File: src/rtl/sport_irq_pkg.sv
// Shared definitions for the serial port interrupt/status controller.
// Assumes a 3-bit register address space; unused addresses read as zero.
package sport_irq_pkg;
    localparam int NUM_SRC    = 4;
    localparam int SRC_TXHALF = 0;
    localparam int SRC_RXHALF = 1;
    localparam int SRC_RXTO   = 2;
    localparam int SRC_RXOVR  = 3;
    localparam int NUM_STICKY = 2;
    localparam int ADDR_W     = 3;

    typedef enum logic [ADDR_W-1:0] {
        ADDR_MASK = 3'd0,
        ADDR_RAW  = 3'd1,
        ADDR_MSKD = 3'd2,
        ADDR_CLR  = 3'd3,
        ADDR_STAT = 3'd4,
        ADDR_DMA  = 3'd5
    } reg_addr_e;

    // Packed so that tx_empty is bit 0 and busy is bit 4.
    typedef struct packed {
        logic busy;
        logic rx_full;
        logic rx_not_empty;
        logic tx_not_full;
        logic tx_empty;
    } fifo_status_t;

    localparam int STAT_W = $bits(fifo_status_t);
endpackage

File: src/rtl/fifo_level_flags.sv
// Derives FIFO status flags and the two half-level interrupt conditions
// from occupancy counts. Assumes counts never exceed DEPTH. Purely combinational.
module fifo_level_flags
    import sport_irq_pkg::*;
#(
    parameter int DEPTH = 8,
    parameter int CW    = $clog2(DEPTH + 1)
) (
    input  logic [CW-1:0] tx_level,
    input  logic [CW-1:0] rx_level,
    input  logic          shifter_busy,
    output fifo_status_t  status,
    output logic          tx_half,
    output logic          rx_half
);
    localparam logic [CW-1:0] HALF = CW'(DEPTH / 2);
    localparam logic [CW-1:0] FULL = CW'(DEPTH);

    // Occupancy comparisons for flags and thresholds.
    always_comb begin
        status.tx_empty     = (tx_level == '0);
        status.tx_not_full  = (tx_level < FULL);
        status.rx_not_empty = (rx_level != '0);
        status.rx_full      = (rx_level >= FULL);
        status.busy         = shifter_busy;
        tx_half             = (tx_level <= HALF);
        rx_half             = (rx_level >= HALF);
    end
endmodule

File: src/rtl/rx_idle_timer.sv
// Counts bit-period strobes while the receive FIFO holds data and no frame
// arrives. Emits a one-cycle event on the strobe that completes TIMEOUT_BITS.
// After firing it stays quiet until a frame arrives or the FIFO empties.
module rx_idle_timer #(
    parameter int TIMEOUT_BITS = 32,
    parameter int TW           = $clog2(TIMEOUT_BITS)
) (
    input  logic clk,
    input  logic rst_n,
    input  logic bit_tick,
    input  logic frame_pulse,
    input  logic rx_not_empty,
    output logic timeout_evt
);
    localparam logic [TW-1:0] LAST = TW'(TIMEOUT_BITS - 1);

    logic [TW-1:0] cnt_q;
    logic          armed_q;
    logic          restart;

    // Restart condition: new frame or nothing left to time out on.
    assign restart     = frame_pulse || !rx_not_empty;
    // The event fires on the strobe that reaches the limit.
    assign timeout_evt = armed_q && !restart && bit_tick && (cnt_q == LAST);

    // Idle counter with one-shot arming.
    always_ff @(posedge clk) begin
        if (!rst_n) begin
            cnt_q   <= '0;
            armed_q <= 1'b1;
        end else if (restart) begin
            cnt_q   <= '0;
            armed_q <= 1'b1;
        end else if (bit_tick && armed_q) begin
            if (cnt_q == LAST) begin
                cnt_q   <= '0;
                armed_q <= 1'b0;
            end else begin
                cnt_q <= cnt_q + 1'b1;
            end
        end
    end
endmodule

File: src/rtl/sticky_event_bits.sv
// A bank of latched event bits. Set has priority over a write-one clear
// in the same cycle. Assumes set_vec bits are single-cycle pulses.
module sticky_event_bits #(
    parameter int N = 2
) (
    input  logic         clk,
    input  logic         rst_n,
    input  logic [N-1:0] set_vec,
    input  logic         clr_wr,
    input  logic [N-1:0] clr_vec,
    output logic [N-1:0] q
);
    for (genvar i = 0; i < N; i++) begin : g_bit
        // One latched bit: set wins, otherwise clear on write-one.
        always_ff @(posedge clk) begin
            if (!rst_n)
                q[i] <= 1'b0;
            else if (set_vec[i])
                q[i] <= 1'b1;
            else if (clr_wr && clr_vec[i])
                q[i] <= 1'b0;
        end
    end
endmodule

File: src/rtl/irq_host_regs.sv
// Host-visible registers: interrupt mask, DMA enables, clear decode and
// the combinational read mux. Assumes DATA_W is at least STAT_W.
module irq_host_regs
    import sport_irq_pkg::*;
#(
    parameter int DATA_W = 8
) (
    input  logic                clk,
    input  logic                rst_n,
    input  logic                wr_en,
    input  logic [ADDR_W-1:0]   wr_addr,
    input  logic [DATA_W-1:0]   wr_data,
    input  logic [ADDR_W-1:0]   rd_addr,
    input  logic [NUM_SRC-1:0]  raw_vec,
    input  fifo_status_t        status,
    output logic [NUM_SRC-1:0]  mask_q,
    output logic                dma_tx_en_q,
    output logic                dma_rx_en_q,
    output logic                clr_wr,
    output logic [NUM_SRC-1:0]  clr_bits,
    output logic [DATA_W-1:0]   rd_data
);
    logic unused_hi;

    // Upper write bits carry no meaning in any register.
    assign unused_hi = ^wr_data[DATA_W-1:NUM_SRC];

    // Clear register decode, passed on to the latched bits.
    assign clr_wr   = wr_en && (wr_addr == ADDR_CLR);
    assign clr_bits = wr_data[NUM_SRC-1:0];

    // Mask and DMA enable storage.
    always_ff @(posedge clk) begin
        if (!rst_n) begin
            mask_q      <= '0;
            dma_tx_en_q <= 1'b0;
            dma_rx_en_q <= 1'b0;
        end else if (wr_en) begin
            if (wr_addr == ADDR_MASK)
                mask_q <= wr_data[NUM_SRC-1:0];
            if (wr_addr == ADDR_DMA) begin
                dma_tx_en_q <= wr_data[0];
                dma_rx_en_q <= wr_data[1];
            end
        end
    end

    // Read mux; the clear register and unmapped addresses read zero.
    always_comb begin
        rd_data = '0;
        case (rd_addr)
            ADDR_MASK: rd_data = DATA_W'(mask_q);
            ADDR_RAW:  rd_data = DATA_W'(raw_vec);
            ADDR_MSKD: rd_data = DATA_W'(raw_vec & mask_q);
            ADDR_STAT: rd_data = DATA_W'(status);
            ADDR_DMA:  rd_data = DATA_W'({dma_rx_en_q, dma_tx_en_q});
            default:   rd_data = '0;
        endcase
    end
endmodule

File: src/rtl/sport_irq_status.sv
// Top of the serial port interrupt/status controller. It joins the level
// flags, the idle timer, the latched event bits and the host registers,
// and it drives the interrupt line and the DMA requests.
// Assumes the FIFO counts are synchronous to clk and bounded by DEPTH.
module sport_irq_status
    import sport_irq_pkg::*;
#(
    parameter int DEPTH        = 8,
    parameter int TIMEOUT_BITS = 32,
    parameter int DATA_W       = 8,
    parameter int CW           = $clog2(DEPTH + 1)
) (
    input  logic              clk,
    input  logic              rst_n,
    input  logic [CW-1:0]     tx_level,
    input  logic [CW-1:0]     rx_level,
    input  logic              rx_ovr_pulse,
    input  logic              rx_frame_pulse,
    input  logic              bit_tick,
    input  logic              shifter_busy,
    input  logic              wr_en,
    input  logic [2:0]        wr_addr,
    input  logic [DATA_W-1:0] wr_data,
    input  logic [2:0]        rd_addr,
    output logic [DATA_W-1:0] rd_data,
    output logic              irq,
    output logic              st_tx_empty,
    output logic              st_tx_not_full,
    output logic              st_rx_not_empty,
    output logic              st_rx_full,
    output logic              st_busy,
    output logic              dma_tx_req,
    output logic              dma_rx_req
);
    fifo_status_t            status;
    logic                    tx_half;
    logic                    rx_half;
    logic                    timeout_evt;
    logic [NUM_STICKY-1:0]   sticky_q;
    logic [NUM_SRC-1:0]      raw_vec;
    logic [NUM_SRC-1:0]      mask_q;
    logic                    dma_tx_en_q;
    logic                    dma_rx_en_q;
    logic                    clr_wr;
    logic [NUM_SRC-1:0]      clr_bits;

    fifo_level_flags #(.DEPTH(DEPTH), .CW(CW)) u_flags (
        .tx_level     (tx_level),
        .rx_level     (rx_level),
        .shifter_busy (shifter_busy),
        .status       (status),
        .tx_half      (tx_half),
        .rx_half      (rx_half)
    );

    rx_idle_timer #(.TIMEOUT_BITS(TIMEOUT_BITS)) u_timer (
        .clk          (clk),
        .rst_n        (rst_n),
        .bit_tick     (bit_tick),
        .frame_pulse  (rx_frame_pulse),
        .rx_not_empty (status.rx_not_empty),
        .timeout_evt  (timeout_evt)
    );

    // Latched bit 0 is the timeout, bit 1 is the overrun.
    sticky_event_bits #(.N(NUM_STICKY)) u_sticky (
        .clk     (clk),
        .rst_n   (rst_n),
        .set_vec ({rx_ovr_pulse, timeout_evt}),
        .clr_wr  (clr_wr),
        .clr_vec (clr_bits[SRC_RXOVR:SRC_RXTO]),
        .q       (sticky_q)
    );

    irq_host_regs #(.DATA_W(DATA_W)) u_regs (
        .clk         (clk),
        .rst_n       (rst_n),
        .wr_en       (wr_en),
        .wr_addr     (wr_addr),
        .wr_data     (wr_data),
        .rd_addr     (rd_addr),
        .raw_vec     (raw_vec),
        .status      (status),
        .mask_q      (mask_q),
        .dma_tx_en_q (dma_tx_en_q),
        .dma_rx_en_q (dma_rx_en_q),
        .clr_wr      (clr_wr),
        .clr_bits    (clr_bits),
        .rd_data     (rd_data)
    );

    // Raw vector assembly in source-bit order.
    assign raw_vec = {sticky_q[1], sticky_q[0], rx_half, tx_half};

    // Combined interrupt and DMA requests.
    assign irq        = |(raw_vec & mask_q);
    assign dma_tx_req = dma_tx_en_q && tx_half;
    assign dma_rx_req = dma_rx_en_q && status.rx_not_empty;

    // Status flags brought out on dedicated pins.
    assign st_tx_empty     = status.tx_empty;
    assign st_tx_not_full  = status.tx_not_full;
    assign st_rx_not_empty = status.rx_not_empty;
    assign st_rx_full      = status.rx_full;
    assign st_busy         = status.busy;
endmodule

File: config.mk
export PLATFORM = sky130hd
export DESIGN_NAME = sport_irq_status
export DESIGN_NICKNAME = d
export VERILOG_FILES = /design/src/rtl/sport_irq_pkg.sv /design/src/rtl/fifo_level_flags.sv /design/src/rtl/rx_idle_timer.sv /design/src/rtl/sticky_event_bits.sv /design/src/rtl/irq_host_regs.sv /design/src/rtl/sport_irq_status.sv
export SDC_FILE = /design/constraint.sdc
export NUM_CORES = 1
export LEC_CHECK = 0
export BUFFER_PORTS_ARGS = -buffer_cell sky130_fd_sc_hd__buf_2
export CORE_ASPECT_RATIO = 1.25
export CORE_MARGIN = 2
export CORE_UTILIZATION = 40
export CTS_CLUSTER_SIZE = 30
export DETAILED_ROUTE_END_ITERATION = 6
export GPL_TIMING_DRIVEN = 0
export HOLD_SLACK_MARGIN = 0.02
export PLACE_DENSITY = 0.74
export SETUP_SLACK_MARGIN = 0.2
export SKIP_LAST_GASP = 1
export SLEW_MARGIN = 10
export SYNTH_ARGS = -nofsm -noshare
export SYNTH_HDL_FRONTEND = slang
export SYNTH_HIERARCHICAL = 1
export SYNTH_SLANG_ARGS = --single-unit
File: constraint.sdc
create_clock -name clk -period 1.75 [get_ports clk]
set_clock_uncertainty 0.15 [all_clocks]
set_input_delay 0.2625 -clock clk [delete_from_list [all_inputs] [get_ports clk]]
set_output_delay 0.2625 -clock clk [all_outputs]
set_load 0.01 [all_outputs]
==> impl_summary.md, run 1 <==
Die
The number of rows created at floorplan is 19. The die is between 40 and 50 um wide. The floorplan step defined a die boundary enclosing between 2000 and 3000 um^2. The standard cell core area is about 2100 um^2. Once the floorplan was initialized, standard cells occupied between 40% and 50% of the core. The overall die height is approximately 57 um.

45 I/O pins were placed.

Drt
The first-pass iteration count of the detailed router is 4. The routed length per placed instance is between 10 and 15 um. Using the TritonRoute via totals, the vias-per-cell ratio works out to about 5.5.

For this block, the initial DRC count from the detailed router was 18. The detail route stage leaves a number of antenna-violating nets equal to 0. For this block, the routed nets add up to 2.32 mm of wire. The via count of the routed design is 964.

For this run, design rule violations remaining after detail routing come to 0.

STA
The final hold violation count was 0. The final worst setup slack is around 0.091 ns. The final worst-path cycle share is a little over nine tenths.

Setup violations remaining at the end of the flow were counted as 0. The number of max-slew violations in the final report is 0. Setup repair after global routing could not meet its margin everywhere. Derived from the worst setup path, the maximum achievable clock frequency is around 600 MHz.

The clock period could shrink to between 1.5 and 2 ns.

Setup path
The worst setup path is captured at a register. The critical path class is register to register. The critical path goes through ha_4 > and3_4 > ha_4 > or4b_1 > a21oi_1. The kind of launch point of the worst setup path is a register. The slowest cell on the critical path is sky130_fd_sc_hd__or4b_1. The biggest fanout along the worst timing path is 4. At the worst endpoint, the required time is between 1.5 and 2 ns. The total buffers and inverters traversed by the critical path is 0. On the worst path, the slowest cell contributes a delay of around 0.47 ns. The signal arrival time at the worst endpoint is around 1.7 ns. The cell repeated most along the worst path is sky130_fd_sc_hd__ha_4.

The kind of cell adding the most delay to the critical path is simple AND/OR/NAND/NOR gates.

Synthesis
The cell count after synthesis came out at ~100. Summing every instance area after synthesis gives between 800 and 900 um^2. The Yosys warning count is 6. Dividing the synthesized area by the synthesized cell count gives just under 9 um^2.

Clock network
The count of hold buffers inserted by post-cts repair is 0. CTS placed an instance of sky130_fd_sc_hd__clkbuf_4 at the clock tree root. The clock net in this run drives a total of 14 sinks. The CTS clock-pin slew for the worst setup and hold paths is roughly 0.070 ns. The CTS tree is done.

The clock insertion delay at the later pin of the skew report is approximately 0.27 ns. The number of buffers added by the clock tree synthesis step is 3. In this run the number of H-tree levels came out at 1. The clock passes through at most 2 buffers.

Finish
Once layout is complete, the cells apart from fillers number 174. The number of fill cells is 190. The combined area of the multi-input logic cells is 637 um^2.

The area taken by flip-flops and latches is 284 um^2. The area of all placed cells without fillers is approximately 1300 um^2. The number of antenna diodes in the final layout is 0. The number of nets in the layout is about 190. The share of post-route cells with drive strength above 1 is about half. The layout-stage area growth over the synthesis result is 49.4%.

Placement
In this run, placement finished with an instance count of about 160. The final weighted congestion of routability-driven global placement is 0.730. Detailed placement finished with a half-perimeter wire length of roughly 1.6 mm. The total placed instance area is between 1000 and 1500 um^2.

The placement-stage worst setup slack is -0.0341 ns. The count of buffers inserted at the top-level ports is 36.

Pwr
Per report_power, the clock group accounts for between 20% and 30% of the total. The relative contribution of combinational cells to total power is 23.7%. The peak supply drop is slightly above 0.6 mV.

Summed over all nets, the switching power comes to between 0.15 and 0.2 mW. The sequential power share is 50.1%. In this run the static leakage power is slightly below 0.6 nW. The design internal power is 0.486 mW.

In this run the power density over the cells is 499 nW/um^2. Net switching is between 20% and 30% of the power.

Global route
Global routing used between 10% and 20% of the available tracks across all layers. The initial antenna violation count is 0. The first global-routing pass estimated 3.53 mm of wire. The via count of the first global-routing pass is roughly 880. Entering global routing, the biggest net connects 10 pins.

The sum of overflow across all layers after global routing is 0.

Run status
The run finished with clean final reports.

Job
The number of max-capacitance violations reported is 0.

Hold path
The path class of the tightest hold or removal check is input pin to register.
[path summary, 6_finish.rpt]
check                                       from                to  slack, ns  cells after the start
worst min register to register  u_timer/cnt_q[4]  u_timer/cnt_q[4]       0.36                      2
worst max-delay path            u_timer/cnt_q[1]  u_timer/cnt_q[2]       0.09                      5
worst min-delay path                rx_ovr_pulse     u_sticky/q[1]       0.08                      3
worst max register to register  u_timer/cnt_q[1]  u_timer/cnt_q[2]       0.09                      5
[power groups by stage]
| stage | logic [mW] | registers, mW | clock network (mW) |
|---|---|---|---|
| 3_3_place_gp | 0.125 | 0.337 | 0 |
| 2_1_floorplan | 0.0686 | 0.336 | 0 |
| 3_5_place_dp | 0.129 | 0.338 | 0 |
| 4_1_cts | 0.150 | 0.329 | 0.181 |
| 5_1_grt | 0.171 | 0.330 | 0.195 |
| 6_report | 0.156 | 0.330 | 0.172 |
[repair_timing]
action                     4_1_cts  5_1_grt
buffers inserted                 9        1
setup endpoints to repair        9       10
cloned                           0        0
pin swaps                       12        7
resized for setup                8        9
hold endpoints to repair         0        0
[per-layer routing]
layer / vias to the layer above / routed length (um) / global-route usage (%)
met3: 4 / 135 / 2.89
met4: 0 / 45 / 6.12
met2: 41 / 1240 / 34.3
met5: - / 0 / 0
li1: 470 / - / -
met1: 449 / 900 / 18.6
[metrics by stage]
stage                     util, %  power (mW)   TNS, ns  hold slack [ns]
after global placement       53.2       0.463  -0.00160            0.313
after global routing         61.6       0.696         0           0.0895
after floorplan                 -       0.405         0            0.241
final                        61.6       0.658         0           0.0751
after CTS                    59.6       0.660         0           0.0700
after detailed placement     53.2       0.467   -0.0341            0.323
[state kept, by name (all words and copies together) (netlist names)]
register	flops
u_timer/cnt_q	5
u_regs/mask_q	4
u_sticky/q	2
u_regs/dma_rx_en_q	1
u_regs/dma_tx_en_q	1
u_timer/armed_q	1
[cells in the final DEF, fill, tap and decap left out, types with 2 or more instances in the layout]
master and n:
sky130_fd_sc_hd__buf_6 5, sky130_fd_sc_hd__and2_1 2, sky130_fd_sc_hd__dfxtp_1 11, sky130_fd_sc_hd__a21oi_1 3, sky130_fd_sc_hd__buf_4 15, sky130_fd_sc_hd__nand2b_1 4, sky130_fd_sc_hd__mux2i_1 8, sky130_fd_sc_hd__conb_1 3
sky130_fd_sc_hd__nor2_1 2, sky130_fd_sc_hd__clkbuf_4 3, sky130_fd_sc_hd__nand2_1 7, sky130_fd_sc_hd__nand3_1 3, sky130_fd_sc_hd__ha_4 2, sky130_fd_sc_hd__o21ai_1 4, sky130_fd_sc_hd__buf_2 32, sky130_fd_sc_hd__a21oi_2 2
sky130_fd_sc_hd__o22ai_1 2, sky130_fd_sc_hd__a32oi_1 4, sky130_fd_sc_hd__a31oi_1 2, sky130_fd_sc_hd__dfxtp_2 3, sky130_fd_sc_hd__nor2b_1 7, sky130_fd_sc_hd__inv_1 3
[worst reg2reg max path: stages, from the launching register on]
cell and delay, ns:
sky130_fd_sc_hd__dfxtp_2 0.34, sky130_fd_sc_hd__ha_4 0.16, sky130_fd_sc_hd__and3_4 0.17, sky130_fd_sc_hd__ha_4 0.17, sky130_fd_sc_hd__or4b_1 0.47, sky130_fd_sc_hd__a21oi_1 0.13
[cell type report]
| type | count | area share (%) |
|---|---|---|
| buffer | 7 | 3.70 |
| inverter | 4 | 1.14 |
| timing repair buffer | 46 | 21.6 |
| sequential | 14 | 21.6 |
| tap | 21 | 1.99 |
| multi-input combinational | 79 | 48.3 |
| clock buffer | 3 | 1.71 |
Power figures use the tool's default switching activity.
==> run 2, diff against run 1 <==
==> constraint.sdc (replaced) <==
create_clock -name clk -period 1.75 [get_ports clk]
set_clock_uncertainty 0.15 [all_clocks]
set_input_delay 0.0875 -clock clk [delete_from_list [all_inputs] [get_ports clk]]
set_output_delay 0.0875 -clock clk [all_outputs]
set_load 0.01 [all_outputs]
==> run 2 against run 1 <==
Net effect:
- fmax rose by 0.46%
- critical path depth is the same
- utilization rose by 0.58 points
- highest routed layer unchanged
- sequential power barely moved
- hold slack gained 0.0050 ns
- setup slack better by 0.0077 ns
- global-route usage increased by 1.0 points
- wire length shrank 4.6%
- die area unchanged
- critical endpoint unchanged
- cell count rose by 4.0%
==> impl_summary.md, run 2 (synthesis gave the netlist of run 1 again) <==
Run status
Run status: finished clean (unchanged).

Finish
The area of all placed cells without fillers came to 1330 um^2 (was 1320 um^2). The number of nets in the layout is 192 (was 186). The number of fill cells was 207 (was 190). The share of post-route cells with drive strength above 1 is 42.5% (was 51.0%).

The post-layout utilization of the core is 62.2% (was 61.6%). The flip-flop count of the largest register after layout is 5 (unchanged). The layout-stage area growth over the synthesis result is 50.8% (was 49.4%).

Top Registers: u_timer/cnt_q x5, u_regs/mask_q x4, u_sticky/q x2 (unchanged). Commonest non-fill, non-tap cells in the layout: 36 x sky130_fd_sc_hd__buf_2, 12 x sky130_fd_sc_hd__buf_4, 12 x sky130_fd_sc_hd__dfxtp_1 (was 32 x sky130_fd_sc_hd__buf_2, 15 x sky130_fd_sc_hd__buf_4, 11 x sky130_fd_sc_hd__dfxtp_1). The number of diodes was 0 (unchanged). The most frequent standard cell in the layout excluding fill and tap cells is sky130_fd_sc_hd__buf_2 (unchanged). The register ranked first by flip-flop count is u_timer/cnt_q (unchanged).

Drt
The count of unresolved DRC violations after routing is 0 (unchanged). The initial detailed-routing violation count is 10 (was 18). The routed length per placed instance was 12.2 um (was 13.4 um). The sum of routed wire length over all layers is 2.22 mm (was 2.32 mm). The first-pass iteration count of the detailed router came to 4 (unchanged). The residual antenna-violating net count after detailed routing is 0 (unchanged). The via count of the routed design is 943 (was 964). The number of vias per cell is 5.21 (was 5.54).

Pwr
The peak supply drop is 0.401 mV (was 0.605 mV). The leakage power was 0.598 nW (was 0.590 nW). The total power density per cell area is 526 nW/um^2 (was 499 nW/um^2).

Global route
The overall routing resource usage is 19.2% (was 18.1%). The pin count of the biggest net entering global routing is 9 (was 10). The via count of the first global-routing pass was 962 (was 876). The met3 global-route usage is 2.57% (was 2.89%).

The met2 layer usage reported by global route was 35.7% (was 34.3%). The sum of overflow across all layers after global routing is 0 (unchanged). The most congested layer reported by global routing is met2 (unchanged). The initial antenna violation count is 0 (unchanged). The met1 track demand over resource in global routing is 16.9% (was 18.6%). The first-pass GRT wire length is 3.63 mm (was 3.53 mm).

STA
The total negative setup slack is 0 ns (unchanged). The final hold violation count is 0 (unchanged). The final worst-path cycle share is 94.4% (was 94.8%). RSZ-0062 raised after global routing: true (unchanged). The number of endpoints failing setup at the final stage was 0 (unchanged). The number of max-slew violations in the final report came to 0 (unchanged). The final worst setup slack is 0.0984 ns (was 0.0908 ns).

The highest attainable clock frequency is 605 MHz (was 603 MHz). The clock period minus final worst setup slack came to 1.65 ns (was 1.66 ns).

Hold path
The type of the worst min-delay path is input pin to register (unchanged).

Setup path
The kind of capture point of the worst setup path is a register (unchanged). List of cells traversed by the critical path: ha_4 > and3_4 > ha_4 > or4b_4 > a21oi_2 (was ha_4 > and3_4 > ha_4 > or4b_1 > a21oi_1). The data required time of the worst path is 1.81 ns (about the same).

The cell repeated most along the worst path is sky130_fd_sc_hd__ha_4 (unchanged). The kind of launch point of the worst setup path is a register (unchanged). The delay of the slowest critical-path stage is 0.48 ns (was 0.47 ns).

The signal arrival time at the worst endpoint is 1.71 ns (was 1.72 ns). The biggest fanout along the worst timing path is 4 (unchanged). The slowest cell on the critical path is sky130_fd_sc_hd__or4b_4 (was sky130_fd_sc_hd__or4b_1). The critical path class is register to register (unchanged).

Die
The standard cell core area is 2140 um^2 (unchanged). The starting density of the core is 41.2% (unchanged). The number of rows created at floorplan is 19 (unchanged).

The die area is 2600 um^2 (unchanged). The I/O pin count is 45 (unchanged). The die boundary width is 46 um (unchanged). The overall die height is 56.5 um (unchanged).

Clock network
The number of buffers added by the clock tree synthesis step is 3 (unchanged). The clock root buffer is sky130_fd_sc_hd__clkbuf_4 (unchanged). The maximum number of buffers from clock root to sink is 2 (unchanged). The clock insertion delay at the later pin of the skew report is 0.27 ns (about the same). The CTS tree is done (unchanged). The CTS clock-pin slew for the worst setup and hold paths is 0.08 ns (was 0.07 ns). The number of H-tree levels is 1 (unchanged). The clock sink total came to 14 (unchanged).

Placement
The final weighted congestion of routability-driven global placement came to 0.779 (was 0.730). The HPWL reported at the end of detailed placement is 1.67 mm (was 1.64 mm). The count of buffers inserted at the top-level ports is 36 (unchanged). The total placed instance area is 1120 um^2 (was 1140 um^2). The placement-stage worst setup slack is 0.0512 ns (was -0.0341 ns).

Job
The number of max-capacitance violations reported is 0 (unchanged).
-- run 2: through the flow --
stage               total power, mW  std cells  hold slack, ns
finish                        0.699        181          0.0802
floorplan                     0.402        104          0.0657
global placement              0.458        161           0.192
global route                  0.742        181          0.0958
detailed placement            0.462        161           0.200
CTS                           0.710        180          0.0526
-- run 2: final cells by class --
type | instances | area [um^2] | share of cell area (%)
sequential | 14 | 283 | 21.3
tap | 21 | 26.3 | 1.98
clock buffer | 4 | 36.3 | 2.73
buffer | 7 | 48.8 | 3.67
multi-input combinational | 79 | 596 | 44.8
timing repair buffer | 52 | 325 | 24.5
inverter | 4 | 15.0 | 1.13
-- run 2: final timing paths --
| kind | slack [ns] | cells past startpoint | start | endpoint |
|---|---|---|---|---|
| worst max-delay path | 0.1 | 5 | u_timer/cnt_q[0] | u_timer/cnt_q[2] |
| worst min-delay path | 0.08 | 4 | rx_frame_pulse | u_timer/cnt_q[3] |
| worst max register to register | 0.1 | 5 | u_timer/cnt_q[0] | u_timer/cnt_q[2] |
| worst min register to register | 0.37 | 2 | u_timer/cnt_q[3] | u_timer/cnt_q[3] |
-- run 2: worst max-delay path: cells and delay by family (launching register included) --
kind	cells	cell delay, ns
flops	1	0.35
simple gates	2	0.65
compound gates	1	0.12
fa+ha+maj	2	0.33
-- run 2: power by group --
| group | switching [mW] | internal [mW] | leakage (nW) |
|---|---|---|---|
| sequential | 0.00549 | 0.325 | 0.114 |
| clock | 0.0969 | 0.126 | 0.0210 |
| combinational | 0.0684 | 0.0776 | 0.463 |
| total | 0.171 | 0.529 | 0.598 |
-- run 2: timing repair --
item	in CTS	in global routing
gates resized for setup	3	4
hold buffers	10	1
pin swaps	6	3
hold endpoints to repair	11	1
endpoints found under the setup margin	4	5
buffers inserted	5	1
-- run 2: per-layer routing --
metal  vias to the layer above  part of all wire (%)
met5                         -                     0
met3                         6                   4.9
met2                        31                    54
li1                        482                     -
met1                       424                    38
met4                         0                   3.4
